--- config.mk ---
export PLATFORM = sky130hd
export DESIGN_NAME = strobe_seq
export DESIGN_NICKNAME = d
export VERILOG_FILES = /design/src/rtl/strobe_seq_pkg.sv /design/src/rtl/strobe_seq_ctrl.sv /design/src/rtl/strobe_seq_bank.sv /design/src/rtl/strobe_seq.sv
export SDC_FILE = /design/constraint.sdc
export NUM_CORES = 1
export LEC_CHECK = 0
export ABC_AREA = 1
export BUFFER_PORTS_ARGS = -buffer_cell sky130_fd_sc_hd__buf_2
export CAP_MARGIN = 10
export CELL_PAD_IN_SITES_DETAIL_PLACEMENT = 1
export CELL_PAD_IN_SITES_GLOBAL_PLACEMENT = 2
export CORE_UTILIZATION = 30
export CTS_CLUSTER_SIZE = 16
export DETAILED_ROUTE_END_ITERATION = 8
export PLACE_DENSITY_LB_ADDON = 0.1
export SLEW_MARGIN = 30
export SYNTH_ARGS = -nofsm -noshare
export SYNTH_HDL_FRONTEND = slang
export SYNTH_SLANG_ARGS = --single-unit
--- constraint.sdc ---
create_clock -name clk -period 2.88 [get_ports clk]
set_input_delay 0.144 -clock clk [delete_from_list [all_inputs] [get_ports clk]]
set_output_delay 0.144 -clock clk [all_outputs]
set_load 0.02 [all_outputs]
--- src/rtl/strobe_seq_pkg.sv ---
package strobe_seq_pkg;

  typedef enum logic [1:0] {
    SEQ_IDLE = 2'd0,
    SEQ_FIRE = 2'd1,
    SEQ_GAP  = 2'd2
  } seq_state_e;

endpackage

--- src/rtl/strobe_seq_ctrl.sv ---
module strobe_seq_ctrl
  import strobe_seq_pkg::*;
#(
  parameter int NUM_SEG = 4,
  parameter int GAP_W   = 3,
  localparam int SLOT_W = $clog2(NUM_SEG + 1)
) (
  input  logic              clk,
  input  logic              rst,
  input  logic              req_i,
  input  logic [GAP_W-1:0]  gap_i,
  output logic              ready_o,
  output logic              busy_o,
  output logic              done_o,
  output logic              fire_o,
  output logic [SLOT_W-1:0] slot_o
);

  localparam logic [SLOT_W-1:0] LAST_SLOT = SLOT_W'(NUM_SEG);

  seq_state_e        st_q, st_d;
  logic [SLOT_W-1:0] slot_q, slot_d;
  logic [GAP_W-1:0]  gap_q, gap_d;
  logic [GAP_W-1:0]  gcnt_q, gcnt_d;
  logic              ready_q, ready_d;
  logic              busy_q;
  logic              done_q, done_d;
  logic              fire;

  // The slot that will be visible next cycle is decided here.
  // The strobe bank registers it.
  always_comb begin
    st_d    = st_q;
    slot_d  = slot_q;
    gap_d   = gap_q;
    gcnt_d  = gcnt_q;
    ready_d = ready_q;
    done_d  = 1'b0;
    fire    = 1'b0;
    unique case (st_q)
      SEQ_IDLE: begin
        if (req_i) begin
          gap_d   = gap_i;
          slot_d  = '0;
          fire    = 1'b1;
          ready_d = 1'b0;
          st_d    = SEQ_FIRE;
        end
      end
      SEQ_FIRE: begin
        if (slot_q == LAST_SLOT) begin
          st_d    = SEQ_IDLE;
          done_d  = 1'b1;
          ready_d = 1'b1;
        end else if (gap_q == '0) begin
          slot_d = slot_q + SLOT_W'(1);
          fire   = 1'b1;
        end else begin
          st_d   = SEQ_GAP;
          gcnt_d = gap_q - GAP_W'(1);
        end
      end
      SEQ_GAP: begin
        if (gcnt_q == '0) begin
          st_d   = SEQ_FIRE;
          slot_d = slot_q + SLOT_W'(1);
          fire   = 1'b1;
        end else begin
          gcnt_d = gcnt_q - GAP_W'(1);
        end
      end
      default: st_d = SEQ_IDLE;
    endcase
  end

  always_ff @(posedge clk) begin
    if (rst) begin
      st_q    <= SEQ_IDLE;
      slot_q  <= '0;
      gap_q   <= '0;
      gcnt_q  <= '0;
      ready_q <= 1'b1;
      busy_q  <= 1'b0;
      done_q  <= 1'b0;
    end else begin
      st_q    <= st_d;
      slot_q  <= slot_d;
      gap_q   <= gap_d;
      gcnt_q  <= gcnt_d;
      ready_q <= ready_d;
      busy_q  <= ~ready_d;
      done_q  <= done_d;
    end
  end

  assign ready_o = ready_q;
  assign busy_o  = busy_q;
  assign done_o  = done_q;
  assign fire_o  = fire & ~rst;
  assign slot_o  = slot_d;

endmodule

--- src/rtl/strobe_seq_bank.sv ---
module strobe_seq_bank #(
  parameter int NUM_SEG = 4,
  localparam int SLOT_W = $clog2(NUM_SEG + 1)
) (
  input  logic               clk,
  input  logic               rst,
  input  logic               fire_i,
  input  logic [SLOT_W-1:0]  slot_i,
  output logic               strobe_t_o,
  output logic [NUM_SEG-1:0] strobe_d_o
);

  // Each output register is the AND of the launch qualifier and its own slot match.
  // Slot 0 is the transfer strobe. Slot m (m >= 1) is data strobe NUM_SEG+1-m.
  for (genvar g = 0; g <= NUM_SEG; g++) begin : g_lane
    logic lane_q;
    always_ff @(posedge clk) begin
      if (rst) lane_q <= 1'b0;
      else     lane_q <= fire_i & (slot_i == SLOT_W'(g));
    end
    if (g == 0) begin : g_xfer
      assign strobe_t_o = lane_q;
    end else begin : g_data
      assign strobe_d_o[NUM_SEG-g] = lane_q;
    end
  end

endmodule

--- src/rtl/strobe_seq.sv ---
module strobe_seq #(
  parameter int NUM_SEG = 4,
  parameter int GAP_W   = 3
) (
  input  logic               clk,
  input  logic               rst,
  input  logic               shift_req,
  input  logic [GAP_W-1:0]   gap_cfg,
  output logic               shift_ready,
  output logic               busy,
  output logic               strobe_t,
  output logic [NUM_SEG-1:0] strobe_d,
  output logic               seq_done
);

  localparam int SLOT_W = $clog2(NUM_SEG + 1);

  logic              fire;
  logic [SLOT_W-1:0] slot;

  strobe_seq_ctrl #(.NUM_SEG(NUM_SEG), .GAP_W(GAP_W)) ctrl_i (
    .clk     (clk),
    .rst     (rst),
    .req_i   (shift_req),
    .gap_i   (gap_cfg),
    .ready_o (shift_ready),
    .busy_o  (busy),
    .done_o  (seq_done),
    .fire_o  (fire),
    .slot_o  (slot)
  );

  strobe_seq_bank #(.NUM_SEG(NUM_SEG)) bank_i (
    .clk        (clk),
    .rst        (rst),
    .fire_i     (fire),
    .slot_i     (slot),
    .strobe_t_o (strobe_t),
    .strobe_d_o (strobe_d)
  );

endmodule

==> results.json <==
{
  "r2r_setup_slack_ns": 1.26,
  "endpoint_kind": "flop",
  "gp_congestion": 0.782,
  "p_leak_uw": 0.000532,
  "io_buffer_count": 13,
  "n_antenna_cell": 0,
  "slowest_delay_ns": 0.39,
  "grt_max_degree": 12,
  "fin_tns_setup_ns": 0,
  "fmax_mhz": 617,
  "cts_sinks": 19,
  "final_common_cell": "nand2_1",
  "core_area_mm2": 0.00303,
  "root_buffer": "clkbuf_4",
  "rr_worst_depth": 12,
  "layout_common_cells": "nand2_1, dfxtp_1, inv_1, buf_2, nor2_1",
  "crit_type": "reg -> reg",
  "start_util_pct": 31.5,
  "netlist_instances": 133,
  "setup_viol": 0,
  "r2r-end": "bank_i.strobe_t_o$_SDFF_PP0_",
  "drtIter0Drc": 32,
  "synth_area_leaders": "dfxtp_1, nand2_1, inv_1",
  "required_ns": 3.09,
  "place_inst": 186,
  "yosys_warnings": 0,
  "h-tree-depth": 1,
  "rsz0062_at_grt": "no",
  "drv_cap": 0,
  "wirelength_mm": 2.19,
  "synth_fa_ha_area_share_pct": 3.94,
  "clockBufferDepth": 2,
  "place_area_mm2": 0.00104,
  "vias_per_cell": 4.33,
  "path_cells": "inv_1 -> ha_1 -> nand2_2 -> clkinv_1 -> nor2_2 -> nand2_4 -> nand2_2 -> nand2_1 -> nand2_2 -> inv_2 -> nand2_1 -> nor2_1",
  "grt_pass1_wl_mm": 3.91,
  "synth_top_area_share_pct": 39.9,
  "cp-start-kind": "flop",
  "grt.overflow.total": 0,
  "crit_top_cell": "nand2_2",
  "crit_slowest_cell": "dfxtp_1",
  "grt_usage_pct": 15.4,
  "cts_tree": "built",
  "ys_ff_latch": 19,
  "comb_power_share_pct": 32.5,
  "synth_seq_area_share_pct": 39.9,
  "cts_resized": 0,
  "path_max_fanout": 5,
  "power.density_mw_per_mm2": 633,
  "finalHoldViolCount": 0,
  "antenna_found_initial": 0,
  "rows": 20,
  "cts_setup_buffers": 0,
  "grt_pass1_vias": 854,
  "clk_pin_slew_worst_paths_ns": 0.12,
  "min_to": "ctrl_i.gap_q[0]$_SDFFE_PP0P_",
  "first_pass_iters": 4,
  "seqPwrFrac_pct": 46.5,
  "finalCritPeriodShare_pct": 56.3,
  "synth_simple_gate_area_share_pct": 32.4,
  "synth_area_um2": 953,
  "boundaryPins": 14,
  "die-area_mm2": 0.00341,
  "hold_buffers": 0,
  "vias": 822,
  "critical_path_buf_inv_count": 3,
  "fin_area_mm2": 0.00107,
  "tightestPinTransition_ns": 0.287,
  "die_x_um": 58.4,
  "syn_nets": 142,
  "internal_power_uw": 418,
  "fin_nets": 156,
  "whs_ns": 0.112,
  "drt-wirelength-per-cell_um": 11.5,
  "peakVddDrop_mv": 0.215,
  "run_status": "finished clean",
  "hold_path_startpoint": "gap_cfg[0]",
  "finalCriticalPeriod_ns": 1.62,
  "dp_hpwl_mm": 1.78,
  "nFillCells": 385,
  "die_h_um": 58.4,
  "synth_xor_area_share_pct": 0.919,
  "p_switching_uw": 260,
  "synthMuxAreaShare_pct": 0,
  "cts_buffers": 3,
  "holdPathStages": 3,
  "layout-drive-gt1-share_pct": 25.3,
  "ant_nets": 0,
  "clock_power_share_pct": 21.0,
  "drv_slew": 0,
  "hp-class": "in -> reg",
  "p_sw_share_pct": 38.4,
  "synth_compound_area_share_pct": 10.6,
  "syn_to_final_growth_pct": 12.3,
  "max_slew_margin_pct": 80.7,
  "finClkSkew_ns": 0.000755,
  "critical_path.top_delay_family": "simple AND/OR/NAND/NOR gates",
  "fin_cells": 190,
  "reg2reg_from": "ctrl_i.slot_q[0]$_SDFF_PP0_",
  "clk_latency_ns": 0.30,
  "cp.arrival_ns": 1.83,
  "yosysUniqueCellTypes": 19,
  "synth_top_area_cell": "dfxtp_1",
  "synth_top_family_by_area": "simple AND/OR/NAND/NOR gates",
  "avgSynthCellArea_um2": 7.17,
  "drc_errors": 0
}
## metal layers
metal / vias up / GRT usage [%] / routed length [um]
li1: 429 / - / -
met1: 375 / 21.4 / 1110
met2: 14 / 24.3 / 976
met3: 4 / 1.98 / 59
met4: 0 / 6.12 / 41
met5: - / 0 / 0
## stage by stage
stage               setup slack [ns]  power [uW]  util [%]
floorplan                       1.44         488         -
global placement                1.33         536      34.5
detailed placement              1.27         545      34.5
CTS                             1.25         689      35.4
global route                    1.08         731      35.4
finish                          1.26         678      35.4
## power by group through the flow
stage                     combinational (uW)  clock (uW)  sequential (uW)
after floorplan                          162           0              326
after global placement                   215           0              321
after detailed placement                 223           0              322
after CTS                                224         149              316
after global routing                     255         156              320
final                                    221         143              315
## cells by family after synthesis
| kind of cell | count (synthesis) |
|---|---|
| and+or+nand+nor | 65 |
| buffers and inverters | 27 |
| xor gates and xnor gates | 1 |
| AOI/OAI and AO/OA | 18 |
| DFF | 19 |
| adders and majority gates | 3 |
## worst min-delay path: cells and delay by family
kind	cells	cell delay (ns)
compound gates	2	0.17
buf+inv	1	0.07
## area by class of cell
| type | instances | area [um^2] | share of cell area, % |
|---|---|---|---|
| multi-input combinational | 87 | 457 | 42.6 |
| sequential | 19 | 380 | 35.5 |
| inverter | 23 | 86.3 | 8.06 |
| timing repair buffer | 13 | 65.1 | 6.07 |
| tap | 44 | 55.1 | 5.14 |
| clock buffer | 3 | 22.5 | 2.10 |
| clock inverter | 1 | 5.00 | 0.467 |
## cell usage after synthesis
master and count:
buf_4 4, xor2_1 1, inv_2 4, nand3_1 5, nand4_2 1, nand3_2 1
nor2_2 3, nand2_4 2, o21ai_0 10, inv_1 18, nor3_1 1, a21oi_1 7
nor2_1 12, dfxtp_1 19, ha_1 3, nand2_2 8, nand2_1 32, a21oi_4 1
clkinv_1 1
## worst max-delay path by stage
stage | from | to | slack, ns | cells past startpoint
after detailed placement | ctrl_i.slot_q[0]$_SDFF_PP0_ | bank_i.strobe_t_o$_SDFF_PP0_ | 1.27 | 12
final | ctrl_i.slot_q[0]$_SDFF_PP0_ | bank_i.strobe_t_o$_SDFF_PP0_ | 1.26 | 12
after floorplan | ctrl_i.slot_q[0]$_SDFF_PP0_ | bank_i.strobe_t_o$_SDFF_PP0_ | 1.44 | 12
after CTS | ctrl_i.slot_q[0]$_SDFF_PP0_ | bank_i.strobe_t_o$_SDFF_PP0_ | 1.25 | 12
after global routing | ctrl_i.slot_q[0]$_SDFF_PP0_ | bank_i.strobe_t_o$_SDFF_PP0_ | 1.08 | 12
after global placement | ctrl_i.slot_q[0]$_SDFF_PP0_ | bank_i.strobe_t_o$_SDFF_PP0_ | 1.33 | 12
## state kept, by name, summed over array words and instances, names as in the netlist
register              cells
ctrl_i.ready_o            1
bank_i.strobe_t_o         1
ctrl_i.gcnt_q             3
ctrl_i.gap_q              3
bank_i.g_lane.lane_q      4
ctrl_i.slot_q             3
ctrl_i.st_q               2
ctrl_i.done_o             1
ctrl_i.busy_o             1
Power figures use the tool's default switching activity.
